File: src/rtl/trig_pkg.sv
package trig_pkg;

  localparam int unsigned CFG_W      = 32;
  localparam int unsigned TYPE_LSB   = 28;
  localparam int unsigned OWN_BIT    = 27;
  localparam int unsigned ACT_LSB    = 12;
  localparam int unsigned EN_W       = 3;
  localparam logic [3:0]  TYPE_ADDR  = 4'd2;

  typedef enum logic [1:0] {
    SLOT_SEL  = 2'd0,
    SLOT_CFG  = 2'd1,
    SLOT_CMP  = 2'd2,
    SLOT_RSVD = 2'd3
  } slot_e;

  typedef struct packed {
    logic            own;
    logic            act;
    logic [EN_W-1:0] en;
  } cfg_t;

  // Turn any written word into a supported configuration.
  function automatic cfg_t legalize(input logic old_own, input logic [CFG_W-1:0] wd,
                                    input logic dbg);
    cfg_t r;
    logic [3:0] act_req;
    r.own   = dbg ? wd[OWN_BIT] : old_own;
    act_req = wd[ACT_LSB +: 4];
    r.act   = (act_req == 4'd1) && r.own;
    r.en    = wd[EN_W-1:0];
    return r;
  endfunction

  function automatic logic [CFG_W-1:0] pack_cfg(input cfg_t c);
    logic [CFG_W-1:0] w;
    w                 = '0;
    w[TYPE_LSB +: 4]  = TYPE_ADDR;
    w[OWN_BIT]        = c.own;
    w[ACT_LSB +: 4]   = {3'b000, c.act};
    w[EN_W-1:0]       = c.en;
    return w;
  endfunction

endpackage

File: src/rtl/trig_sel_reg.sv
module trig_sel_reg #(
  parameter int unsigned IDX_W = 2
) (
  input  logic             clk,
  input  logic             rst_n,
  input  logic             we,
  input  logic [IDX_W-1:0] wdata,
  output logic [IDX_W-1:0] sel_o
);

  logic [IDX_W-1:0] sel_q, sel_d;

  always_comb begin
    sel_d = sel_q;
    if (we) sel_d = wdata;
  end

  always_ff @(posedge clk or negedge rst_n) begin
    if (!rst_n)  sel_q <= '0;
    else if (we) sel_q <= sel_d;
  end

  assign sel_o = sel_q;

  AST_SEL_TRUNC: assert property (@(posedge clk) disable iff (!rst_n)
    we |=> sel_o == $past(wdata));

endmodule

File: src/rtl/trig_slot.sv
module trig_slot
  import trig_pkg::*;
(
  input  logic             clk,
  input  logic             rst_n,
  input  logic             cfg_we,
  input  logic             cmp_we,
  input  logic             dbg_mode,
  input  logic [CFG_W-1:0] wdata,
  output logic [CFG_W-1:0] cfg_o,
  output logic [CFG_W-1:0] cmp_o
);

  cfg_t             cfg_q, cfg_d;
  logic [CFG_W-1:0] cmp_q, cmp_d;

  always_comb begin
    cfg_d = cfg_q;
    if (cfg_we) cfg_d = legalize(cfg_q.own, wdata, dbg_mode);
  end

  always_comb begin
    cmp_d = cmp_q;
    if (cmp_we) cmp_d = wdata;
  end

  always_ff @(posedge clk or negedge rst_n) begin
    if (!rst_n)      cfg_q <= '0;
    else if (cfg_we) cfg_q <= cfg_d;
  end

  always_ff @(posedge clk or negedge rst_n) begin
    if (!rst_n)      cmp_q <= '0;
    else if (cmp_we) cmp_q <= cmp_d;
  end

  assign cfg_o = pack_cfg(cfg_q);
  assign cmp_o = cmp_q;

  AST_HALT_NEEDS_OWN: assert property (@(posedge clk) disable iff (!rst_n)
    cfg_o[ACT_LSB] |-> cfg_o[OWN_BIT]);

  AST_ACT_LEGAL: assert property (@(posedge clk) disable iff (!rst_n)
    cfg_o[ACT_LSB+1 +: 3] == 3'b000);

  AST_OWN_DROP_NO_HALT: assert property (@(posedge clk) disable iff (!rst_n)
    cfg_we && dbg_mode && !wdata[OWN_BIT] |=> !cfg_o[ACT_LSB]);

  AST_NORMAL_OWN_HOLD: assert property (@(posedge clk) disable iff (!rst_n)
    cfg_we && !dbg_mode |=> $stable(cfg_o[OWN_BIT]));

  AST_IDLE_STABLE: assert property (@(posedge clk) disable iff (!rst_n)
    !cfg_we && !cmp_we |=> $stable(cfg_o) && $stable(cmp_o));

endmodule

File: src/rtl/trig_bank.sv
module trig_bank
  import trig_pkg::*;
#(
  parameter int unsigned NUM_TRIG = 4,
  localparam int unsigned NT_ST   = (NUM_TRIG == 0) ? 1 : NUM_TRIG,
  localparam int unsigned IDX_W   = (NUM_TRIG <= 1) ? 1 : $clog2(NUM_TRIG)
) (
  input  logic                   clk,
  input  logic                   rst_n,
  input  logic                   dbg_mode_i,
  input  logic                   csr_req_i,
  input  logic                   csr_we_i,
  input  logic [1:0]             csr_addr_i,
  input  logic [31:0]            csr_wdata_i,
  output logic [31:0]            csr_rdata_o,
  output logic                   csr_illegal_o,
  output logic [NT_ST*32-1:0]    trig_cfg_o,
  output logic [NT_ST*32-1:0]    trig_addr_o
);

  localparam logic HAS_TRIG = (NUM_TRIG != 0);

  logic             illegal;
  logic             wr_ok;
  logic [IDX_W-1:0] sel;
  logic [31:0]      cfg_w [NT_ST];
  logic [31:0]      cmp_w [NT_ST];

  assign illegal = csr_req_i && (!HAS_TRIG || (csr_addr_i == SLOT_RSVD));
  assign wr_ok   = csr_req_i && csr_we_i && !illegal;

  trig_sel_reg #(.IDX_W(IDX_W)) u_sel (
    .clk   (clk),
    .rst_n (rst_n),
    .we    (wr_ok && (csr_addr_i == SLOT_SEL)),
    .wdata (csr_wdata_i[IDX_W-1:0]),
    .sel_o (sel)
  );

  for (genvar i = 0; i < NT_ST; i++) begin : g_trig
    if (i < NUM_TRIG) begin : g_real
      logic hit;
      assign hit = (sel == IDX_W'(i));
      trig_slot u_slot (
        .clk      (clk),
        .rst_n    (rst_n),
        .cfg_we   (wr_ok && hit && (csr_addr_i == SLOT_CFG)),
        .cmp_we   (wr_ok && hit && (csr_addr_i == SLOT_CMP)),
        .dbg_mode (dbg_mode_i),
        .wdata    (csr_wdata_i),
        .cfg_o    (cfg_w[i]),
        .cmp_o    (cmp_w[i])
      );
    end else begin : g_none
      assign cfg_w[i] = '0;
      assign cmp_w[i] = '0;
    end
    assign trig_cfg_o[i*32 +: 32]  = cfg_w[i];
    assign trig_addr_o[i*32 +: 32] = cmp_w[i];
  end

  // Selected trigger view; indices with no trigger read zero.
  always_comb begin
    logic [31:0] cfg_sel, cmp_sel;
    cfg_sel = '0;
    cmp_sel = '0;
    for (int i = 0; i < NUM_TRIG; i++) begin
      if (sel == IDX_W'(i)) begin
        cfg_sel = cfg_w[i];
        cmp_sel = cmp_w[i];
      end
    end
    csr_rdata_o = '0;
    if (csr_req_i && !illegal) begin
      unique case (csr_addr_i)
        SLOT_SEL: csr_rdata_o = 32'(sel);
        SLOT_CFG: csr_rdata_o = cfg_sel;
        SLOT_CMP: csr_rdata_o = cmp_sel;
        default:  csr_rdata_o = '0;
      endcase
    end
  end

  assign csr_illegal_o = illegal;

  AST_RSVD_ILLEGAL: assert property (@(posedge clk) disable iff (!rst_n)
    csr_req_i && (csr_addr_i == SLOT_RSVD) |-> csr_illegal_o);

  AST_ILLEGAL_NO_SEL: assert property (@(posedge clk) disable iff (!rst_n)
    csr_illegal_o |=> $stable(sel));

  AST_ILLEGAL_ZERO_READ: assert property (@(posedge clk) disable iff (!rst_n)
    csr_illegal_o |-> csr_rdata_o == '0);

endmodule

File: config.mk
export PLATFORM = sky130hd
export DESIGN_NAME = trig_bank
export DESIGN_NICKNAME = d
export VERILOG_FILES = /design/src/rtl/trig_pkg.sv /design/src/rtl/trig_sel_reg.sv /design/src/rtl/trig_slot.sv /design/src/rtl/trig_bank.sv
export SDC_FILE = /design/constraint.sdc
export NUM_CORES = 1
export LEC_CHECK = 0
export BUFFER_PORTS_ARGS = -buffer_cell sky130_fd_sc_hd__buf_2
export CAP_MARGIN = 30
export CORE_AREA = 5 5 107 159
export CTS_CLUSTER_DIAMETER = 100
export DETAILED_ROUTE_END_ITERATION = 16
export DIE_AREA = 0 0 112 164
export PLACE_DENSITY = 0.82
export SYNTH_ARGS = -nofsm -noshare
export SYNTH_HDL_FRONTEND = slang
export SYNTH_SLANG_ARGS = --single-unit
File: constraint.sdc
create_clock -name clk -period 3.4 [get_ports clk]
set_input_delay 0.17 -clock clk [delete_from_list [all_inputs] [get_ports clk]]
set_output_delay 0.17 -clock clk [all_outputs]
set_load 0.02 [all_outputs]
### Word-level counts from Yosys, hierarchy flattened

Index checks and enable logic that the tools add are counted.

* equality and inequality tests: 7
* mux-type cells: 14
* reduce and logical (&&, ||, !) cells: 24

Operators by type and width (number)
* 32-bit two-way mux: 7
* 32-bit one-hot mux with 3 select lines: 1
* 30-bit two-way mux: 2
* 1-bit logical AND: 21
* 2-bit equality test, second input constant: 4
* 2-bit by 1-bit equality test with 1-bit output, second input constant: 2
* 4-bit by 1-bit equality test with 1-bit output, second input constant: 1
* 2-bit zero test: 2
* 1-bit two-way mux: 4
* 1-bit zero test: 1

* bits in registers: 150
* logic and storage cells: 62
* bits of input ports: 39
* output and inout bits: 289

### Logic depth before layout (Yosys ltp)

* word-level depth: 7
* depth in mapped cells: 6
* mapped depth without buffers: 4

### Hierarchy

A second synthesis with hierarchy kept.

* cell total of the unflattened synthesis: 811
* area total of the unflattened synthesis: 9729.3 um^2

Modules (own cells, without submodules)
* trig_slot: times used 4, cells each 111, area an instance 1764.2 um^2
* trig_bank: times used 1, cells each 363, area an instance 2600.0 um^2
* trig_sel_reg: times used 1, cells each 4, area an instance 72.6 um^2

### Worst setup path before layout

Ideal clock, no wire load.

* path type: register to output
* start point: reg u_sel.sel_q[1] (netlist: u_sel.sel_o[1])
* end point: out csr_rdata_o[1]
* stages on the path, launching flop included: 6
* slack: 1.706 ns
* required time: 3.230 ns
* arrival: 1.524 ns
* path through: dfrtp_1 > buf_2 > buf_2 > buf_2 > a311o_1 > a21boi_1

* word-level cells in the longest chain between the ends: 7
* elaborated cells between the ends (all ways): 14
* those cells by class: eq/ne (3); mux (10); reduce/logical (1)

RTL lines
* start, declared: line trig_sel_reg.sv:11 `logic [IDX_W-1:0] sel_q, sel_d;`
* start signal, assigned: line trig_sel_reg.sv:20 `else if (we) sel_q <= sel_d;`
* 2-bit zero test: line trig_bank.sv:68 `if (sel == IDX_W'(i)) begin`
* 32-bit two-way mux / 30-bit two-way mux (equally long branches) (2 in series): line trig_bank.sv:68
* 32-bit two-way mux (2 in series): line trig_bank.sv:68
* 32-bit one-hot mux with 3 select lines (*): line trig_bank.sv:75 `unique case (csr_addr_i)`
* 32-bit two-way mux (*): line trig_bank.sv:74 `if (csr_req_i && !illegal) begin`
* end, declared: line trig_bank.sv:15 `output logic [31:0] csr_rdata_o,`

Every way passes the cells marked *; elsewhere a longest branch is shown, timed or not.

### Final worst setup path

* start point: reg u_sel.sel_q[0] (netlist: u_sel.sel_o[0])
* end point: out csr_rdata_o[28]

* word-level cells in the longest chain between the ends: 7
* elaborated cells between the ends (all ways): 13
* those cells by class: eq/ne (3); mux (9); reduce/logical (1)

RTL lines (line)
* 2-bit zero test: trig_bank.sv:68
* 32-bit two-way mux (4 in series): trig_bank.sv:68
* 32-bit one-hot mux with 3 select lines (*): trig_bank.sv:75
* 32-bit two-way mux (*): trig_bank.sv:74

Marked as above.

==> impl_metrics.csv <==
group,metric,value,unit
setup_path,timing.setup.critical_path_class,"reg2out",
layout,instances_no_fill,1010,
layout,layout_common_cells,"buf_2 (218), dfrtp_1 (148), mux2_2 (136)",
cts,cts_post_setup_buffers_inserted,0,
power_and_ir_drop,internal_power,0.00458,W
synth,avgSynthCellArea,13.5,sq um
timing,max-slew-margin-rel,0.527,
layout,drive_above_1_share,0.544,
synth,yosys_register_bits,150,
power_and_ir_drop,switching_share,0.384,
layout,final_common_cell,"buf_2",
power_and_ir_drop,worst_ir_drop_vdd,0.495,mV
timing,rsz0062_at_grt,"no",
run,maxCapViolCount,0,
setup_path,crit_path_start,"u_sel.sel_o[0]",
timing,finalCritPeriodShare,0.813,
status,run_status,"complete, no violations",
power_and_ir_drop,power_density,801,nW/um^2
routing,detailedRoute.firstIterationViolations,252,
layout,finalNetCount,834,
synth,yosys.area.top_type,"dfrtp_1",
place,numPlacedInstances,978,
setup_path,crit_path_end,"csr_rdata_o[28]",
power_and_ir_drop,power_frac_seq,0.391,
synth,synth_largest_type_area_fraction,0.481,
place,gpl.final_weighted_congestion,0.803,
setup_path,delay_of_the_slowest_cell_on_the_worst_path,0.89,ns
synth,synth.distinct_cells,34,
timing,hold_viol_final,0,
power_and_ir_drop,leakage_dissipation,4.86,nW
setup_path,path_cells,"buf_4 > mux4_2 > and3_1 > buf_2",
setup_path,rr_endpoint,"g_trig[3].g_real.u_slot.cmp_o[25]",
routing,routed_antenna_nets,0,
layout,antenna_cells_inserted,0,
synth,synth_sequential_area_ratio,0.481,
timing,final-setup-viol-count,0,
setup_path,worst_setup_path_end_kind,"output port",
cts,root_buffer,"clkbuf_16",
die,row_count,56,
cts,clock_sinks,150,
cts,clock_latency,0.40,ns
cts,clock_tree.buffer_depth,2,
grt,number_of_antenna_violations_at_the_first_check_in_global_routing,0,
grt,grt-ovfl-total,0,
timing,worst_clock_skew,0.00899,ns
worst_hold_path,holdCritPathClass,"in2reg",
synth,post_synth_inst_count,579,
layout,number_of_filler_cells_placed_in_the_layout,1293,
grt,grt_pass1_vias,5432,
die,core_region_area,15500,sq um
place,detailed_place_hpwl,14700,um
timing,finalWorstPathRequiredPeriod,2.76,ns
routing,avgViaCountPerCell,5.19,
setup_path,cpMaxStageDelayCell,"dfrtp_4",
timing,fin_tns_setup,0,ns
routing,drc,0,
timing,clock.fmax,362,MHz
cts,clock_tree_from_tritoncts,"done",
routing,firstDrtPassIters,4,
timing,timing_worst_slew_pin_value,0.710,ns
setup_path,cp_data_arrival_time,2.59,ns
timing,report.final.slew_viol_count,0,
routing,vias,5244,
cts,cts-resized-gates,0,
power_and_ir_drop,power.switching,0.00285,W
cts,ctsHtreeMaxLevel,4,
die,dieArea,18400,sq um
place,io_buffer_count,219,
layout,area_growth,18.9,%
grt,grt_pass1_wl,31000,um
power_and_ir_drop,power.clock.fraction,0.236,
cts,cts_inserted_buffers,17,
cts,hold_buffers,1,
routing,routed_wl,20500,um
setup_path,r2r_setup_slack,1.00,ns
timing,whs,0.0309,ns
die,top_level_ports,328,
synth,ys.warnings.count,0,
die,height_of_the_die,164,um
cts,cts.clk_slew.worst_paths,0.06,ns
grt,grt_start_max_net_pins,75,
power_and_ir_drop,comb_power_share,0.373,
die,initial_utilization,0.504,
die,die_w,112,um
setup_path,ff2ff_path_depth,4,
routing,wire_per_inst,20.3,um
setup_path,timing.critical_path.from_type,"flip-flop",
setup_path,timing.rr.start,"u_sel.sel_o[0]",
setup_path,crit_path_max_fanout,38,
synth,post_synth_instance_area,7800,sq um
setup_path,worst_ep_required_time,3.23,ns
grt,globalRouteTotalUtil,0.218,
synth,synth_area_leaders,"dfrtp_1 (48%), mux2_2 (20%), buf_4 (11%), mux4_2 (8.4%), mux2_1 (2.9%)",
-- critical path: cells and delay by family (launching register included) --
kind | cells | cell delay, ns
flops | 1 | 0.89
buf+inv | 2 | 0.55
simple gates | 1 | 0.20
mux | 1 | 0.53
-- power groups by stage --
stage / combinational [W] / clock [W] / sequential, W
6_report: 0.00277 / 0.00176 / 0.00290
3_3_place_gp: 0.00272 / 0 / 0.00291
3_5_place_dp: 0.00278 / 0 / 0.00293
5_1_grt: 0.00295 / 0.00187 / 0.00299
4_1_cts: 0.00279 / 0.00180 / 0.00291
2_1_floorplan: 0.00128 / 0 / 0.00347
-- layout make-up --
cell class / instances / area, sq um / area share
Clock buffer: 17 / 425 / 0.0459
Clock inverter: 14 / 125 / 0.0135
Inverter: 2 / 7.51 / 0.000809
Multi-Input combinational cell: 393 / 3460 / 0.373
Sequential cell: 150 / 3760 / 0.405
Tap cell: 203 / 254 / 0.0274
Timing Repair Buffer: 231 / 1240 / 0.134
-- stage by stage --
stage / area [sq um] / total power [W] / util / setup slack, ns
after floorplan: 8200 / 0.00475 / - / 1.71
after global placement: 8710 / 0.00562 / 0.563 / 1.02
after detailed placement: 8710 / 0.00572 / 0.563 / 0.971
after CTS: 9270 / 0.00750 / 0.599 / 0.578
after global routing: 9270 / 0.00781 / 0.599 / 0.473
final: 9270 / 0.00743 / 0.599 / 0.637
-- synthesized netlist by cell type (all sizes together) --
master,count
mux2,156
dfrtp,150
buf,129
mux4,29
and3,27
a21oi,15
nand2,13
clkbuf,11
nor2,9
nand2b,8
mux2i,6
a22oi,3
o21ai,3
o22ai,3
a21boi,2
conb,2
inv,2
nor3,2
a311o,1
nand3,1
nand4,1
nand4b,1
nor2b,1
o211a,1
o21a,1
o221ai,1
or4b,1
-- worst min-delay path by stage --
stage / startpoint / end / slack (ns) / depth (start not counted)
CTS: csr_wdata_i[5] / g_trig[0].g_real.u_slot.cmp_o[5] / 0.008 / 2
global route: csr_wdata_i[5] / g_trig[0].g_real.u_slot.cmp_o[5] / 0.02 / 2
global placement: rst_n / g_trig[3].g_real.u_slot.cmp_o[18] / 0.24 / 1
finish: csr_wdata_i[5] / g_trig[0].g_real.u_slot.cmp_o[5] / 0.03 / 2
detailed placement: rst_n / g_trig[3].g_real.u_slot.cmp_o[18] / 0.24 / 1
floorplan: rst_n / g_trig[0].g_real.u_slot.cfg_o[0] / -0.13 / 0
-- cell families (layout without fill, tap and decap cells) --
group                  Yosys count  count (layout)  share of synthesized area
muxes                          191             191                      0.317
DFF                            150             150                      0.481
buffers and inverters          142             264                      0.128
and+or+nand+nor                 64              64                     0.0494
AOI/OAI and AO/OA               30              30                     0.0234
other                            2             108                   0.000963
-- state kept, by name, summed over array words and instances, names as in the netlist --
register and flops:
g_trig.g_real.u_slot.cfg_o 20, g_trig.g_real.u_slot.cmp_o 128, u_sel.sel_o 2
-- routing by layer --
layer / part of all wire / track usage / routed length (um) / vias to the layer above
met5: 0 / 0 / 0 / -
met2: 0.55 / 0.401 / 11300 / 248
met4: 0.026 / 0.0913 / 543 / 0
li1: - / - / - / 2279
met3: 0.065 / 0.0453 / 1330 / 36
met1: 0.36 / 0.244 / 7300 / 2681
Power figures use the tool's default switching activity.
